## config.mk

```make
export PLATFORM = sky130hd
export DESIGN_NAME = byte_mem_unit
export DESIGN_NICKNAME = d
export VERILOG_FILES = /design/src/rtl/bls_pkg.sv /design/src/rtl/bls_agen.sv /design/src/rtl/bls_lane.sv /design/src/rtl/bls_ctrl.sv /design/src/rtl/byte_mem_unit.sv
export SDC_FILE = /design/constraint.sdc
export NUM_CORES = 1
export LEC_CHECK = 0
export BUFFER_PORTS_ARGS = -buffer_cell sky130_fd_sc_hd__buf_2
export CAP_MARGIN = 20
export CORE_ASPECT_RATIO = 1.4
export CORE_UTILIZATION = 50
export DETAILED_ROUTE_END_ITERATION = 10
export GPL_ROUTABILITY_DRIVEN = 0
export GPL_TIMING_DRIVEN = 0
export PLACE_DENSITY = 0.93
export SYNTH_ARGS = -nofsm -noshare
export SYNTH_HDL_FRONTEND = slang
export SYNTH_SLANG_ARGS = --single-unit
export TNS_END_PERCENT = 100
```

## constraint.sdc

```tcl
create_clock -name clk_i -period 2.5 [get_ports clk_i]
set_input_delay 0.125 -clock clk_i [delete_from_list [all_inputs] [get_ports clk_i]]
set_output_delay 0.125 -clock clk_i [all_outputs]
set_load 0.1 [all_outputs]
```

## src/rtl/bls_pkg.sv

```systemverilog
package bls_pkg;
  typedef enum logic [1:0] {
    ST_IDLE  = 2'd0,
    ST_READ  = 2'd1,
    ST_WRITE = 2'd2
  } bls_state_e;
endpackage

```

## src/rtl/bls_agen.sv

```systemverilog
module bls_agen #(
  parameter int AW    = 32,
  parameter int DISPW = 16,
  parameter int LW    = 2
) (
  input  logic [AW-1:0]    base_i,
  input  logic [DISPW-1:0] disp_i,
  output logic [AW-1:0]    word_addr_o,
  output logic [LW-1:0]    lane_o
);
  logic [AW-1:0] ea;

  assign ea          = base_i + {{(AW-DISPW){disp_i[DISPW-1]}}, disp_i};
  assign word_addr_o = {ea[AW-1:LW], {LW{1'b0}}};
  assign lane_o      = ea[LW-1:0];
endmodule

```

## src/rtl/bls_lane.sv

```systemverilog
module bls_lane #(
  parameter int DW = 32,
  parameter int LW = 2
) (
  input  logic [DW-1:0] word_i,
  input  logic [LW-1:0] lane_i,
  input  logic [7:0]    byte_i,
  output logic [DW-1:0] ext_o,
  output logic [DW-1:0] merged_o
);
  localparam int NL = DW / 8;

  logic [7:0] lanes [NL];

  for (genvar g = 0; g < NL; g++) begin : g_lane
    assign lanes[g]          = word_i[8*g +: 8];
    assign merged_o[8*g +: 8] = (lane_i == LW'(g)) ? byte_i : word_i[8*g +: 8];
  end

  assign ext_o = {{(DW-8){1'b0}}, lanes[lane_i]};
endmodule

```

## src/rtl/bls_ctrl.sv

```systemverilog
module bls_ctrl
  import bls_pkg::*;
(
  input  logic clk_i,
  input  logic rst_ni,
  input  logic cmd_valid_i,
  input  logic cmd_store_i,
  input  logic mem_ack_i,
  output logic accept_o,
  output logic ld_fin_o,
  output logic wr_cap_o,
  output logic st_fin_o,
  output logic busy_o,
  output logic mem_req_o,
  output logic mem_we_o
);
  bls_state_e state_q, state_d;
  logic       store_q;

  assign accept_o  = (state_q == ST_IDLE) && cmd_valid_i;
  assign ld_fin_o  = (state_q == ST_READ) && mem_ack_i && !store_q;
  assign wr_cap_o  = (state_q == ST_READ) && mem_ack_i && store_q;
  assign st_fin_o  = (state_q == ST_WRITE) && mem_ack_i;
  assign busy_o    = (state_q != ST_IDLE);
  assign mem_req_o = busy_o;
  assign mem_we_o  = (state_q == ST_WRITE);

  always_comb begin
    state_d = state_q;
    unique case (state_q)
      ST_IDLE:  if (cmd_valid_i) state_d = ST_READ;
      ST_READ:  if (mem_ack_i)   state_d = store_q ? ST_WRITE : ST_IDLE;
      ST_WRITE: if (mem_ack_i)   state_d = ST_IDLE;
      default:                   state_d = ST_IDLE;
    endcase
  end

  always_ff @(posedge clk_i or negedge rst_ni) begin
    if (!rst_ni) begin
      state_q <= ST_IDLE;
      store_q <= 1'b0;
    end else begin
      state_q <= state_d;
      if (accept_o) store_q <= cmd_store_i;
    end
  end
endmodule

```

## src/rtl/byte_mem_unit.sv

```systemverilog
module byte_mem_unit #(
  parameter int DW    = 32,
  parameter int AW    = 32,
  parameter int DISPW = 16,
  parameter int RIW   = 5
) (
  input  logic             clk_i,
  input  logic             rst_ni,
  input  logic             cmd_valid_i,
  input  logic             cmd_store_i,
  input  logic [AW-1:0]    base_i,
  input  logic [DISPW-1:0] disp_i,
  input  logic [DW-1:0]    sdata_i,
  input  logic [RIW-1:0]   rd_idx_i,
  input  logic [AW-1:0]    pc_i,
  output logic             busy_o,
  output logic             ld_valid_o,
  output logic [DW-1:0]    ld_data_o,
  output logic [RIW-1:0]   ld_rd_o,
  output logic             st_done_o,
  output logic [AW-1:0]    next_pc_o,
  output logic             mem_req_o,
  output logic             mem_we_o,
  output logic [AW-1:0]    mem_addr_o,
  output logic [DW-1:0]    mem_wdata_o,
  input  logic             mem_ack_i,
  input  logic [DW-1:0]    mem_rdata_i
);
  localparam int LW   = $clog2(DW / 8);
  localparam int PC_STEP = 4;

  logic            accept, ld_fin, wr_cap, st_fin;
  logic [AW-1:0]   word_addr;
  logic [LW-1:0]   lane;
  logic [DW-1:0]   ext_byte, merged;

  logic [AW-1:0]   addr_q, npc_q;
  logic [LW-1:0]   lane_q;
  logic [7:0]      sbyte_q;
  logic [RIW-1:0]  rd_q;
  logic [DW-1:0]   wdata_q, ld_data_q;
  logic            ld_valid_q, st_done_q;

  bls_ctrl u_ctrl (
    .clk_i       (clk_i),
    .rst_ni      (rst_ni),
    .cmd_valid_i (cmd_valid_i),
    .cmd_store_i (cmd_store_i),
    .mem_ack_i   (mem_ack_i),
    .accept_o    (accept),
    .ld_fin_o    (ld_fin),
    .wr_cap_o    (wr_cap),
    .st_fin_o    (st_fin),
    .busy_o      (busy_o),
    .mem_req_o   (mem_req_o),
    .mem_we_o    (mem_we_o)
  );

  bls_agen #(.AW(AW), .DISPW(DISPW), .LW(LW)) u_agen (
    .base_i      (base_i),
    .disp_i      (disp_i),
    .word_addr_o (word_addr),
    .lane_o      (lane)
  );

  // steering uses the lane latched at accept, not the live command
  bls_lane #(.DW(DW), .LW(LW)) u_lane (
    .word_i   (mem_rdata_i),
    .lane_i   (lane_q),
    .byte_i   (sbyte_q),
    .ext_o    (ext_byte),
    .merged_o (merged)
  );

  always_ff @(posedge clk_i or negedge rst_ni) begin
    if (!rst_ni) begin
      addr_q     <= '0;
      npc_q      <= '0;
      lane_q     <= '0;
      sbyte_q    <= '0;
      rd_q       <= '0;
      wdata_q    <= '0;
      ld_data_q  <= '0;
      ld_valid_q <= 1'b0;
      st_done_q  <= 1'b0;
    end else begin
      ld_valid_q <= ld_fin;
      st_done_q  <= st_fin;
      if (accept) begin
        addr_q  <= word_addr;
        lane_q  <= lane;
        sbyte_q <= sdata_i[7:0];
        rd_q    <= rd_idx_i;
        npc_q   <= pc_i + AW'(PC_STEP);
      end
      if (wr_cap) wdata_q   <= merged;
      if (ld_fin) ld_data_q <= ext_byte;
    end
  end

  assign ld_valid_o  = ld_valid_q;
  assign ld_data_o   = ld_data_q;
  assign ld_rd_o     = rd_q;
  assign st_done_o   = st_done_q;
  assign next_pc_o   = npc_q;
  assign mem_addr_o  = addr_q;
  assign mem_wdata_o = wdata_q;
endmodule

```

# --- Word level (Yosys, flattened, before mapping) ---
# Cells that the tools add are included.
word_totals:
  in_bits: 154
  out_inout_bits: 138
  ff_bits: 122
  word_cells: 45
classes:
  mux: 12
  n_eq_ne: 8
  n_bitwise: 1
  n_addsub: 2
  n_lt_le_gt_ge: 1
  n_reduce_logical: 10
ops:
  columns: ["cell", "count"]
  rows:
  - ["two-way mux 8 bit", 6]
  - ["adder 32 x 3 -> 32 bit (second input constant)", 1]
  - ["adder 32 bit", 1]
  - ["binary-select mux 8 bit (select 2 bit)", 1]
  - ["two-way mux 2 bit", 4]
  - ["equality test 2 bit (second input constant)", 3]
  - ["case mux 2 bit (3 select lines)", 1]
  - ["logical AND 1 bit", 5]
  - ["equality test 2 x 1 -> 1 bit (second input constant)", 2]
  - ["zero test 2 bit", 2]
  - ["inequality test 2 bit (second input constant)", 2]
  - [">= comparator 3 bit (second input constant)", 1]
  - ["inverter 2 -> 3 bit", 1]
  - ["AND reduction 3 bit", 1]
  - ["inequality test 2 x 1 -> 1 bit (second input constant)", 1]
  - ["nonzero test 2 bit", 1]
  - ["zero test 1 bit", 1]

# --- Depth between registers and ports, before layout ---
depth:
  depth_word: 4
  mapped_depth: 9
  depth_no_buf: 9

# --- Modules after synthesis ---
# From an unflattened synthesis, not the netlist that was laid out.
unflattened:
  hier_cells: 799
  hier_area_um2: 8927.3
modules_own_cells:
  columns: ["mod", "n_inst", "cells_per_inst", "area_per_inst_um2", "seq_area_each_um2"]
  rows:
  - ["byte_mem_unit", 1, 431, 5884.4, 3628.5]
  - ["bls_agen", 1, 278, 2064.5, 0.0]
  - ["bls_lane", 1, 73, 805.8, 0.0]
  - ["bls_ctrl", 1, 17, 172.7, 75.1]

# --- Worst setup path before layout ---
# OpenSTA, ideal clock, no wires.
synth_timing:
  kind: "flip-flop to flip-flop"
  start: "reg u_ctrl.state_q[0]"
  end: "reg u_ctrl.state_q[1]"
  path_stages_with_launch: 3
  required_ns: 2.431
  arrival_ns: 2.112
  period_less_slack_ns: 2.181
  path_buffers: 0
  setup_time_ns: 0.069
  setup_slack_ns: 0.319
  path_cell_list: "dfrtp_1 -> nor2b_1 -> a21bo_2"
synth_via:
  elab_chain_len: 3
  elab_cells_between_ends: 8
  cone_classes: "eq/ne (5); mux (1); reduce/logical (2)"
synth_lines:
  columns: ["element", "line", "text"]
  rows:
  - ["start, declared", "bls_ctrl.sv:17", "bls_state_e state_q, state_d;"]
  - ["start signal, assigned", "bls_ctrl.sv:43", "state_q <= state_d;"]
  - ["equality test 2 bit (*)", null, null]
  - ["via mem_we_o", "byte_mem_unit.sv:23", "output logic mem_we_o,"]
  - ["inequality test 2 x 1 -> 1 bit (no source line)", null, null]
  - ["AND reduction 3 bit (no source line)", null, null]
# The timed path passes the listed nets; every way through them passes the cells marked *.
# A chain may end at the register's enable or synchronous reset.

# --- Worst setup path in the final report ---
layout_timing:
  start: "in pc_i[2]"
  end: "reg npc_q[26] (netlist: next_pc_o[26])"
layout_via:
  elab_chain_len: 1
layout_lines:
  columns: ["element", "line", "text"]
  rows:
  - ["start, declared", "byte_mem_unit.sv:15", "input logic [AW-1:0] pc_i,"]
  - ["adder 32 x 3 -> 32 bit", "byte_mem_unit.sv:94", "npc_q <= pc_i + AW'(PC_STEP);"]
  - ["end signal, assigned", "byte_mem_unit.sv:94", null]
  - ["end, declared", "byte_mem_unit.sv:37", "logic [AW-1:0] addr_q, npc_q;"]
# No other way between the ends.

==> impl_metrics.yaml <==
outcome:
  status: "complete, no violations"
floorplanning:
  die_y_um: 146
  core_sq_mm: 0.0144
  die_w_um: 105
  design.die.area_sq_mm: 0.0153
  num_io_pins: 292
  initial_core_util: 0.512
  num_rows: 52
timing:
  slew_headroom: 0.345
  worst_pin_slew_ns: 0.979
  rsz0062_at_grt: "no"
  finalCritPeriodShare: 0.932
  fin_ws_ns: 0.169
  fmax_mhz: 429
  final_max_slew_viol_count: 0
  final-setup-viol-count: 0
  fin_skew_ns: 0.00794
  hold_viol_final: 0
  finalCriticalPeriod_ns: 2.33
  setup_tns_ns: 0
detailed_routing:
  vias: 7519
  postRouteWirelength_um: 23800
  viasPerCell: 5.62
  first_pass_iters: 5
  drc_errors: 0
  ant_nets: 0
  wl_per_cell_um: 17.8
  drtIter0Drc: 443
global_routing:
  track_usage: 0.307
  antenna_found_initial: 1
  grt_max_degree: 77
  grt_pass1_vias: 7471
  overflow: 0
  grt_pass1_wl_um: 36700
flow_run:
  maxCapViolCount: 0
critical_path:
  path_max_fanout: 5
  worstPathArrival_ns: 2.62
  path_cells: "dlygate4sd3_1, buf_2, ha_1, inv_1, nor4_2, nand4_1, nor2_1, nand3_1, xor2_1, o21ai_1"
  cp_slowest_stage_delay_ns: 0.56
  cp-start-kind: "input port"
  worstSetupEndpointType: "flip-flop"
  cp.buffers_inverters: 3
  crit_family: "simple AND/OR/NAND/NOR gates"
  crit_required_ns: 2.79
  critPathSlowestCell: "dlygate4sd3_1"
  critical_path_class: "in2reg"
clock_tree:
  path_clk_slew_ns: 0.06
  tritoncts: "done"
  cts-buffers-inserted: 17
  clock_latency_ns: 0.41
  cts_root_buffer: "clkbuf_16"
  cts.path.max_buffers: 2
  htreeDepth: 4
  post_cts_buffers: 0
  clkSinkCount: 122
logic_synthesis:
  ys_warn_count: 0
  synth.distinct_cells: 56
  synth_seq_area_share: 0.413
  synth.ff_latch_count: 122
  syn_avg_cell_area_sq_um: 8.89
  synth_edf_count: 0
  synth_flop_cell: "dfrtp_1"
  async_reset_ff_frac: 1.00
  synthesis.area_sq_mm: 0.00740
  syn_inst: 832
finish:
  final_cell_count_no_fill: 1339
  antenna_cells: 0
  n_fill_cell: 1066
  final_cell_mix: "buf_2 (247), nand2_1 (190), dfrtp_1 (122)"
  layout_commonest_cell: "buf_2"
  drive_gt1_frac: 0.292
  fin_util: 0.676
  nNetsFinal: 1325
  syn_to_final_growth_pct: 32.0
min_path:
  hold_class: "in2reg"
placed_design:
  io_buffers: 241
  dp_slack_ns: -0.0617
  dp_cells: 1288
  post-dp-hpwl_um: 17600
metal layers:
layer	GRT usage	part of all wire	vias to the layer above
met5	0	0.00042	-
met4	0.216	0.066	2
met3	0.0618	0.063	125
met2	0.554	0.52	415
met1	0.315	0.35	3528
li1	-	-	3449
sequential cells by signal, summed over array words and instances, names as in the netlist:
signal	flops
mem_wdata_o	32
next_pc_o	32
mem_addr_o	30
ld_data_o	8
sbyte_q	8
ld_rd_o	5
lane_q	2
u_ctrl.state_q	2
ld_valid_o	1
st_done_o	1
u_ctrl.store_q	1
final cells by class:
| type | count | area [sq um] | share of cell area |
|---|---|---|---|
| plain buffers | 65 | 357 | 0.0365 |
| multi-input cells | 657 | 4040 | 0.413 |
| inverters | 13 | 48.8 | 0.00500 |
| repair buffers | 262 | 1440 | 0.147 |
| clock buffers | 17 | 425 | 0.0436 |
| flip-flops and latches | 122 | 3050 | 0.313 |
| clock inverters | 14 | 173 | 0.0177 |
| well taps | 189 | 236 | 0.0242 |
synth_stat cells (all sizes together), types with 4 or more instances:
cell,n,share of area
xor2,28,0.033
nand4,9,0.0076
a31oi,6,0.0059
nand3,23,0.016
clkbuf,27,0.014
o211ai,6,0.0061
a21oi,38,0.026
a211oi,5,0.0051
and3,15,0.013
a21o,10,0.010
mux2,8,0.012
nor3,11,0.0081
dfrtp,122,0.41
a21boi,4,0.0041
o21ai,102,0.069
inv,13,0.0066
xnor2,26,0.031
nor2,36,0.018
nand2,191,0.097
mux2i,33,0.045
nor2b,4,0.0034
buf,38,0.034
mux4,8,0.024
ha,32,0.054
and2,6,0.0052
o21bai,4,0.0041
per-stage QoR:
stage	cell area, sq um	hold slack [ns]
floorplan	7490	-0.171
global route	9770	0.0374
finish	9770	0.0187
global placement	8930	0.317
CTS	9760	0.00777
detailed placement	8970	0.102
what timing repair did:
action / 4_1_cts / 5_1_grt
hold buffers: 19 / 0
resized for setup: 0 / 3
setup endpoints to repair: 0 / 19
endpoints found under the hold margin: 64 / 0
path summary, 6_finish.rpt:
path                                                       to  slack, ns                 startpoint  depth (start not counted)
worst max-delay path                next_pc_o[26]$_DFFE_PN0P_       0.17                    pc_i[2]                         10
worst min-delay path            u_ctrl.state_q[0]$_DFFE_PN0P_       0.02                cmd_valid_i                          3
worst max register to register     mem_wdata_o[6]$_DFFE_PN0P_       0.21      lane_q[0]$_DFFE_PN0P_                          4
worst min register to register      next_pc_o[20]$_DFFE_PN0P_       0.47  next_pc_o[20]$_DFFE_PN0P_                          2
max in group asynchronous            ld_data_o[3]$_DFFE_PN0P_       1.54                     rst_ni                          3
min in group asynchronous           next_pc_o[12]$_DFFE_PN0P_       0.23                     rst_ni                          2
worst register-to-register path: stages (launching register included):
cell,delay [ns]
dfrtp_1,0.46
buf_1,0.36
nor2_1,0.85
mux2i_1,0.33
o21ai_0,0.14
cells by family (layout without fill, tap and decap cells):
logic type | count (synthesis) | count (layout) | synth area share
muxes | 49 | 49 | 0.0812
AOI/OAI and AO/OA | 188 | 188 | 0.148
other | 1 | 26 | 0.000507
buffers and inverters | 78 | 371 | 0.0545
adders and majority gates | 33 | 33 | 0.0568
and+or+nand+nor | 307 | 307 | 0.182
xor gates and xnor gates | 54 | 54 | 0.0639
DFF | 122 | 122 | 0.413
Power is not shown: default switching activity piles up to over one toggle a cycle in this logic, so the estimate is an artifact.
